==> src/rtl/rtc_tick_pkg.sv <==
package rtc_tick_pkg;
  localparam int DATA_W = 32;

  typedef enum logic [1:0] {
    ADDR_CTRL = 2'd0,
    ADDR_PRD  = 2'd1,
    ADDR_CUR  = 2'd2,
    ADDR_PEND = 2'd3
  } reg_addr_e;

  // control field positions are software visible
  localparam int CTRL_EN_BIT  = 0;
  localparam int CTRL_SEL_LSB = 4;
  localparam int CTRL_TEN_BIT = 8;

  // period writes must exceed this
  localparam int PRD_MIN = 2;
endpackage

==> src/rtl/tick_prescaler.sv <==
module tick_prescaler #(
  parameter int SEL_W = 4
) (
  input  logic             clk_i,
  input  logic             rst_ni,
  input  logic             base_tick_i,
  input  logic             run_i,
  input  logic             clear_i,
  input  logic [SEL_W-1:0] sel_i,
  output logic             strobe_o
);
  localparam int PRE_W = (1 << SEL_W) - 1;

  logic [PRE_W-1:0] pre_q;
  logic [PRE_W-1:0] mask;

  for (genvar i = 0; i < PRE_W; i++) begin : g_mask
    assign mask[i] = SEL_W'(i) < sel_i;
  end

  always_ff @(posedge clk_i or negedge rst_ni) begin
    if (!rst_ni)                 pre_q <= '0;
    else if (clear_i)            pre_q <= '0;
    else if (run_i && base_tick_i) pre_q <= pre_q + 1'b1;
  end

  // boundary when all selected low bits are ones
  assign strobe_o = run_i && base_tick_i && !clear_i && ((pre_q & mask) == mask);
endmodule

==> src/rtl/tick_downcounter.sv <==
module tick_downcounter #(
  parameter int CNT_W = 16
) (
  input  logic             clk_i,
  input  logic             rst_ni,
  input  logic             start_i,
  input  logic             stop_i,
  input  logic             strobe_i,
  input  logic [CNT_W-1:0] reload_i,
  output logic             run_o,
  output logic [CNT_W-1:0] cur_o,
  output logic             expire_o
);
  logic             run_q;
  logic [CNT_W-1:0] cur_q;

  assign expire_o = run_q && strobe_i && !stop_i && (cur_q <= CNT_W'(1));

  always_ff @(posedge clk_i or negedge rst_ni) begin
    if (!rst_ni) begin
      run_q <= 1'b0;
      cur_q <= '0;
    end else if (start_i) begin
      run_q <= 1'b1;
      cur_q <= reload_i;
    end else if (stop_i) begin
      run_q <= 1'b0;
    end else if (run_q && strobe_i) begin
      cur_q <= expire_o ? reload_i : cur_q - 1'b1;
    end
  end

  assign run_o = run_q;
  assign cur_o = cur_q;
endmodule

==> src/rtl/tick_regs.sv <==
module tick_regs
  import rtc_tick_pkg::*;
#(
  parameter int CNT_W = 16,
  parameter int SEL_W = 4
) (
  input  logic              clk_i,
  input  logic              rst_ni,
  input  logic              wr_en_i,
  input  logic [1:0]        wr_addr_i,
  input  logic [DATA_W-1:0] wr_data_i,
  input  logic [1:0]        rd_addr_i,
  input  logic [CNT_W-1:0]  cur_i,
  input  logic              expire_i,
  output logic [DATA_W-1:0] rd_data_o,
  output logic [SEL_W-1:0]  sel_o,
  output logic [CNT_W-1:0]  prd_o,
  output logic              start_o,
  output logic              stop_o,
  output logic              pend_o
);
  logic             en_q, ten_q, pend_q;
  logic [SEL_W-1:0] sel_q;
  logic [CNT_W-1:0] prd_q;

  logic wr_ctrl, wr_prd, wr_pend;
  logic en_new, ten_new, prd_ok;

  always_comb begin
    wr_ctrl = wr_en_i && (wr_addr_i == ADDR_CTRL);
    wr_prd  = wr_en_i && (wr_addr_i == ADDR_PRD);
    wr_pend = wr_en_i && (wr_addr_i == ADDR_PEND);
    en_new  = wr_data_i[CTRL_EN_BIT];
    ten_new = wr_data_i[CTRL_TEN_BIT];
    prd_ok  = (wr_data_i > DATA_W'(PRD_MIN)) && ((wr_data_i >> CNT_W) == '0);
  end

  assign start_o = wr_ctrl && en_new && ten_new && !ten_q && (prd_q != '0);
  assign stop_o  = wr_ctrl && ((en_new && !ten_new && ten_q) || (!en_new && en_q));

  always_ff @(posedge clk_i or negedge rst_ni) begin
    if (!rst_ni) begin
      en_q  <= 1'b0;
      ten_q <= 1'b0;
      sel_q <= '0;
    end else if (wr_ctrl) begin
      en_q  <= en_new;
      ten_q <= ten_new;
      sel_q <= wr_data_i[CTRL_SEL_LSB +: SEL_W];
    end
  end

  always_ff @(posedge clk_i or negedge rst_ni) begin
    if (!rst_ni)              prd_q <= '0;
    else if (wr_prd && prd_ok) prd_q <= wr_data_i[CNT_W-1:0];
  end

  // expiry wins over a simultaneous clear
  always_ff @(posedge clk_i or negedge rst_ni) begin
    if (!rst_ni)                       pend_q <= 1'b0;
    else if (expire_i)                 pend_q <= 1'b1;
    else if (wr_pend && wr_data_i[0])  pend_q <= 1'b0;
  end

  always_comb begin
    rd_data_o = '0;
    unique case (reg_addr_e'(rd_addr_i))
      ADDR_CTRL: begin
        rd_data_o[CTRL_EN_BIT]              = en_q;
        rd_data_o[CTRL_TEN_BIT]             = ten_q;
        rd_data_o[CTRL_SEL_LSB +: SEL_W]    = sel_q;
      end
      ADDR_PRD:  rd_data_o[CNT_W-1:0] = prd_q;
      ADDR_CUR:  rd_data_o[CNT_W-1:0] = cur_i;
      ADDR_PEND: rd_data_o[0]         = pend_q;
      default:   rd_data_o = '0;
    endcase
  end

  assign sel_o  = sel_q;
  assign prd_o  = prd_q;
  assign pend_o = pend_q;
endmodule

==> src/rtl/rtc_tick_timer.sv <==
module rtc_tick_timer
  import rtc_tick_pkg::*;
#(
  parameter int CNT_W = 16,
  parameter int SEL_W = 4
) (
  input  logic              clk_i,
  input  logic              rst_ni,
  input  logic              base_tick_i,
  input  logic              wr_en_i,
  input  logic [1:0]        wr_addr_i,
  input  logic [DATA_W-1:0] wr_data_i,
  input  logic [1:0]        rd_addr_i,
  output logic [DATA_W-1:0] rd_data_o,
  output logic              irq_o
);
  logic [SEL_W-1:0] sel;
  logic [CNT_W-1:0] prd, cur;
  logic             start, stop, run, strobe, expire, pend;

  tick_regs #(.CNT_W(CNT_W), .SEL_W(SEL_W)) u_regs (
    .clk_i     (clk_i),
    .rst_ni    (rst_ni),
    .wr_en_i   (wr_en_i),
    .wr_addr_i (wr_addr_i),
    .wr_data_i (wr_data_i),
    .rd_addr_i (rd_addr_i),
    .cur_i     (cur),
    .expire_i  (expire),
    .rd_data_o (rd_data_o),
    .sel_o     (sel),
    .prd_o     (prd),
    .start_o   (start),
    .stop_o    (stop),
    .pend_o    (pend)
  );

  tick_prescaler #(.SEL_W(SEL_W)) u_pre (
    .clk_i       (clk_i),
    .rst_ni      (rst_ni),
    .base_tick_i (base_tick_i),
    .run_i       (run),
    .clear_i     (start),
    .sel_i       (sel),
    .strobe_o    (strobe)
  );

  tick_downcounter #(.CNT_W(CNT_W)) u_cnt (
    .clk_i    (clk_i),
    .rst_ni   (rst_ni),
    .start_i  (start),
    .stop_i   (stop),
    .strobe_i (strobe),
    .reload_i (prd),
    .run_o    (run),
    .cur_o    (cur),
    .expire_o (expire)
  );

  assign irq_o = pend;
endmodule

==> config.mk <==
export PLATFORM = sky130hd
export DESIGN_NAME = rtc_tick_timer
export DESIGN_NICKNAME = d
export VERILOG_FILES = /design/src/rtl/rtc_tick_pkg.sv /design/src/rtl/tick_prescaler.sv /design/src/rtl/tick_downcounter.sv /design/src/rtl/tick_regs.sv /design/src/rtl/rtc_tick_timer.sv
export SDC_FILE = /design/constraint.sdc
export NUM_CORES = 1
export LEC_CHECK = 0
export BUFFER_PORTS_ARGS = -buffer_cell sky130_fd_sc_hd__clkbuf_2
export CAP_MARGIN = 20
export CORE_MARGIN = 2
export CORE_UTILIZATION = 38
export CTS_BUF_LIST = sky130_fd_sc_hd__clkbuf_16
export CTS_CLUSTER_SIZE = 28
export DETAILED_ROUTE_END_ITERATION = 6
export HOLD_SLACK_MARGIN = 0.02
export PLACE_DENSITY = 0.66
export SETUP_SLACK_MARGIN = 0.2
export SLEW_MARGIN = 20
export SYNTH_ARGS = -nofsm -noshare
export SYNTH_HDL_FRONTEND = slang
export SYNTH_SLANG_ARGS = --single-unit
==> constraint.sdc <==
create_clock -name clk_i -period 2.1 [get_ports clk_i]
set_input_delay 0.21 -clock clk_i [delete_from_list [all_inputs] [get_ports clk_i]]
set_output_delay 0.21 -clock clk_i [all_outputs]
set_load 0.02 [all_outputs]
==> flow_metrics.py <==
metrics = {
    "outcome": {
        "status": "finished with violations",
        "violations": "design-rule violations",
    },
    "setup_path": {
        "cp-start-kind": "flop",
        "worstPathArrival_ps": 2270,
        "max_stage_delay_ps": 460,
        "path_delay_family": "compound AO/OA/AOI/OAI gates",
        "crit_path_max_fanout": 7,
        "crit_type": "flop to flop",
        "end_kind": "flop",
        "cp_slowest_cell": "dfrtp_2",
        "cp_data_required_time_ps": 2280,
        "path_buf_inv": 0,
        "crit_chain": "nor2_2 > o21ai_1 > a211oi_1 > o211ai_1 > or2_1 > o311a_1 > a221o_1",
    },
    "clock_tree": {
        "clock-root-buffer": "clkbuf_16",
        "cts_buffers": 5,
        "cts_tree": "built",
        "clock-sinks": 55,
        "cts_max_level": 2,
        "insertion_delay_ps": 300,
        "clock_path_buffers": 2,
        "clkTransAtPathRegs_ps": 80,
    },
    "floorplanning": {
        "die_w_um": 99.7,
        "die-area_mm2": 0.00995,
        "core.rowCount": 34,
        "initial_core_util": 0.396,
        "core_mm2": 0.00881,
        "die_y_um": 99.7,
        "io_pins": 73,
    },
    "global_route": {
        "grt_pass1_vias": 3284,
        "antenna_found_initial": 0,
        "grt_usage": 0.211,
        "grt_pass1_wl_mm": 16.7,
        "grt_overflow": 0,
        "grt_max_degree": 23,
    },
    "detailed_routing": {
        "drt_pass1_iterations": 7,
        "drc_errors": 6,
        "wirelength_mm": 10.4,
        "routed_via_density": 5.80,
        "vias": 3515,
        "wl_per_cell_um": 17.2,
        "ant_nets": 0,
        "drt_iter0_drc": 324,
    },
    "cells_and_area": {
        "instances_no_fill": 606,
        "final_area_mm2": 0.00470,
        "n_antenna_cell": 0,
        "nNetsFinal": 546,
        "area_delta_synth_final_pct": 34.8,
        "drive_gt1_frac": 0.406,
    },
    "timing": {
        "period_minus_slack_ps": 2090,
        "fmax_ghz": 0.478,
        "setup_viol": 0,
        "worst_slew_pin_slew_ps": 528,
        "relSlewSlack": 0.648,
        "rsz0062_at_grt": "true",
        "finClkSkew_ps": 9.68,
        "period_share": 0.997,
        "hold_viol": 0,
        "slew_violations": 0,
    },
    "synthesis": {
        "yosysUniqueCellTypes": 62,
        "syn_inst": 372,
        "synth-main-ff-cell": "dfrtp_1",
        "synth-seq-cells": 55,
        "synth_edf_count": 0,
        "ys_async_sr_fraction": 1.00,
        "syn_avg_cell_area_um2": 9.36,
        "synth_area_mm2": 0.00348,
        "synth_warnings": 0,
        "seq_area_frac_synth": 0.395,
    },
    "place": {
        "place_area_mm2": 0.00424,
        "dp.cells": 582,
        "globalplace.congestion": 0.926,
        "port_buffers": 56,
        "hpwl_mm": 7.81,
    },
    "power_and_ir_drop": {
        "vdd_drop_max_uv": 283,
        "cellLeakagePower_nw": 2.23,
        "power_density_mw_per_mm2": 477,
    },
    "hold_path": {
        "hold_class": "input pin to flop",
    },
    "flow_run": {
        "cap_violations": 0,
    },
}
## where the power goes
group / switching (mW) / leakage (nW) / internal [mW]
combinational: 0.169 / 1.42 / 0.110
clock: 0.404 / 0.0664 / 0.447
sequential: 0.0313 / 0.745 / 1.08
total: 0.604 / 2.23 / 1.64
## state kept, by name, summed over array words and instances, names as in the netlist
| name | count |
|---|---|
| u_cnt.cur_o | 16 |
| u_cnt.run_o | 1 |
| u_regs.prd_o | 16 |
| u_regs.en_q | 1 |
| u_regs.pend_o | 1 |
| u_regs.ten_q | 1 |
| u_pre.pre_q | 15 |
| u_regs.sel_o | 4 |
## layer usage
layer | wire length, um | GRT usage | vias up | part of all wire
met2 | 5100 | 0.349 | 209 | 0.49
met3 | 855 | 0.0274 | 17 | 0.082
met4 | 192 | 0.0622 | 0 | 0.018
met1 | 4280 | 0.289 | 1695 | 0.41
li1 | - | - | 1594 | -
met5 | 0 | 0 | - | 0
## area by class of cell
type / instances / area (um2)
Fill cell: 779 / 4110
Multi-Input combinational cell: 288 / 2080
Sequential cell: 55 / 1380
Timing Repair Buffer: 137 / 913
Tap cell: 108 / 135
Clock buffer: 5 / 125
Inverter: 10 / 37.5
Clock inverter: 3 / 23.8
## path summary, 6_finish.rpt
| kind | start | end | slack (ps) | cells past startpoint |
|---|---|---|---|---|
| worst min register to register | u_pre.pre_q[5] | u_pre.pre_q[5] | 560 | 2 |
| max in group asynchronous | rst_ni | u_regs.sel_o[1] | 1000 | 3 |
| worst max register to register | u_regs.sel_o[1] | u_cnt.cur_o[9] | 7 | 7 |
| worst max-delay path | u_regs.sel_o[1] | u_cnt.cur_o[9] | 7 | 7 |
| min in group asynchronous | rst_ni | u_regs.prd_o[13] | 410 | 2 |
| worst min-delay path | wr_data_i[15] | u_regs.prd_o[15] | 160 | 2 |
## synth_stat cells, drive strengths merged, types with 2 or more instances
| master | instances | area, um2 |
|---|---|---|
| dfrtp | 55 | 1380 |
| a311oi | 2 | 23.8 |
| clkbuf | 10 | 37.5 |
| nand3 | 12 | 65.1 |
| mux2 | 18 | 240 |
| or2 | 2 | 12.5 |
| o311ai | 5 | 43.8 |
| a222oi | 6 | 60.1 |
| a21boi | 2 | 18.8 |
| a22oi | 10 | 75.1 |
| o21ai | 17 | 85.1 |
| a21oi | 10 | 50.1 |
| xor2 | 9 | 78.8 |
| a221o | 2 | 20.0 |
| nor3 | 14 | 80.1 |
| a41oi | 2 | 17.5 |
| buf | 24 | 168 |
| a31oi | 2 | 12.5 |
| inv | 10 | 37.5 |
| xnor2 | 4 | 35.0 |
| nor4 | 12 | 90.1 |
| ha | 9 | 113 |
| or3 | 9 | 61.3 |
| o221a | 2 | 22.5 |
| nand2 | 38 | 143 |
| nor2b | 12 | 75.1 |
| o211ai | 10 | 75.1 |
| o221ai | 2 | 17.5 |
| nor2 | 35 | 131 |
| nand4 | 7 | 43.8 |
| a311o | 2 | 20.0 |
## repair_timing
action                                  in CTS  in global routing
buffers inserted                             8                  6
endpoints found under the hold margin       20                  0
endpoints found under the setup margin      16                 20
resized for setup                           23                 21
pin swaps                                    9                 13
gates cloned                                 1                  0
hold buffers                                 1                  0
## kinds of logic after synthesis
logic type	Yosys count	synth area share
buf+inv	44	0.0697
mux	19	0.0718
other cells	1	0.00108
xor+xnor	13	0.0327
fa+ha+maj	9	0.0323
flops	55	0.395
simple gates	148	0.217
compound gates	83	0.181
## per-stage QoR
step	power (mW)	hold WS, ps	utilization	setup TNS (ps)	worst slack (ps)
6_report	2.24	157	0.533	0	6.57
5_1_grt	2.33	160	0.533	-132	-44.9
4_1_cts	2.24	153	0.518	0	67.4
3_5_place_dp	1.38	211	0.482	-6.70	-6.70
3_3_place_gp	1.37	206	0.482	0	21.5
2_1_floorplan	1.28	-85.6	-	0	74.3
## layout by cell type (no fill, tap or decap), drive strengths merged, types with 2 or more instances in the layout
cell type / Yosys / final
a21boi: 2 / 2
a21oi: 10 / 10
a221o: 2 / 2
a222oi: 6 / 6
a22oi: 10 / 10
a311o: 2 / 2
a311oi: 2 / 2
a31oi: 2 / 2
a41oi: 2 / 2
buf: 24 / 80
clkbuf: 10 / 61
clkinvlp: 0 / 2
conb: 1 / 16
dfrtp: 55 / 55
ha: 9 / 9
inv: 10 / 11
mux2: 18 / 18
nand2: 38 / 38
nand3: 12 / 12
nand4: 7 / 7
nor2: 35 / 35
nor2b: 12 / 12
nor3: 14 / 14
nor4: 12 / 12
o211ai: 10 / 10
o21ai: 17 / 17
o221a: 2 / 2
o221ai: 2 / 2
o311ai: 5 / 5
or2: 2 / 2
or3: 9 / 9
xnor2: 4 / 4
xor2: 9 / 9
## worst register-to-register path, cell delays in order, from the launching register on
cell and delay [ps]:
dfrtp_2 460, nor2_2 150, o21ai_1 70, a211oi_1 240, o211ai_1 160, or2_1 290, o311a_1 350, a221o_1 270
(Power assumes the default switching activity.)
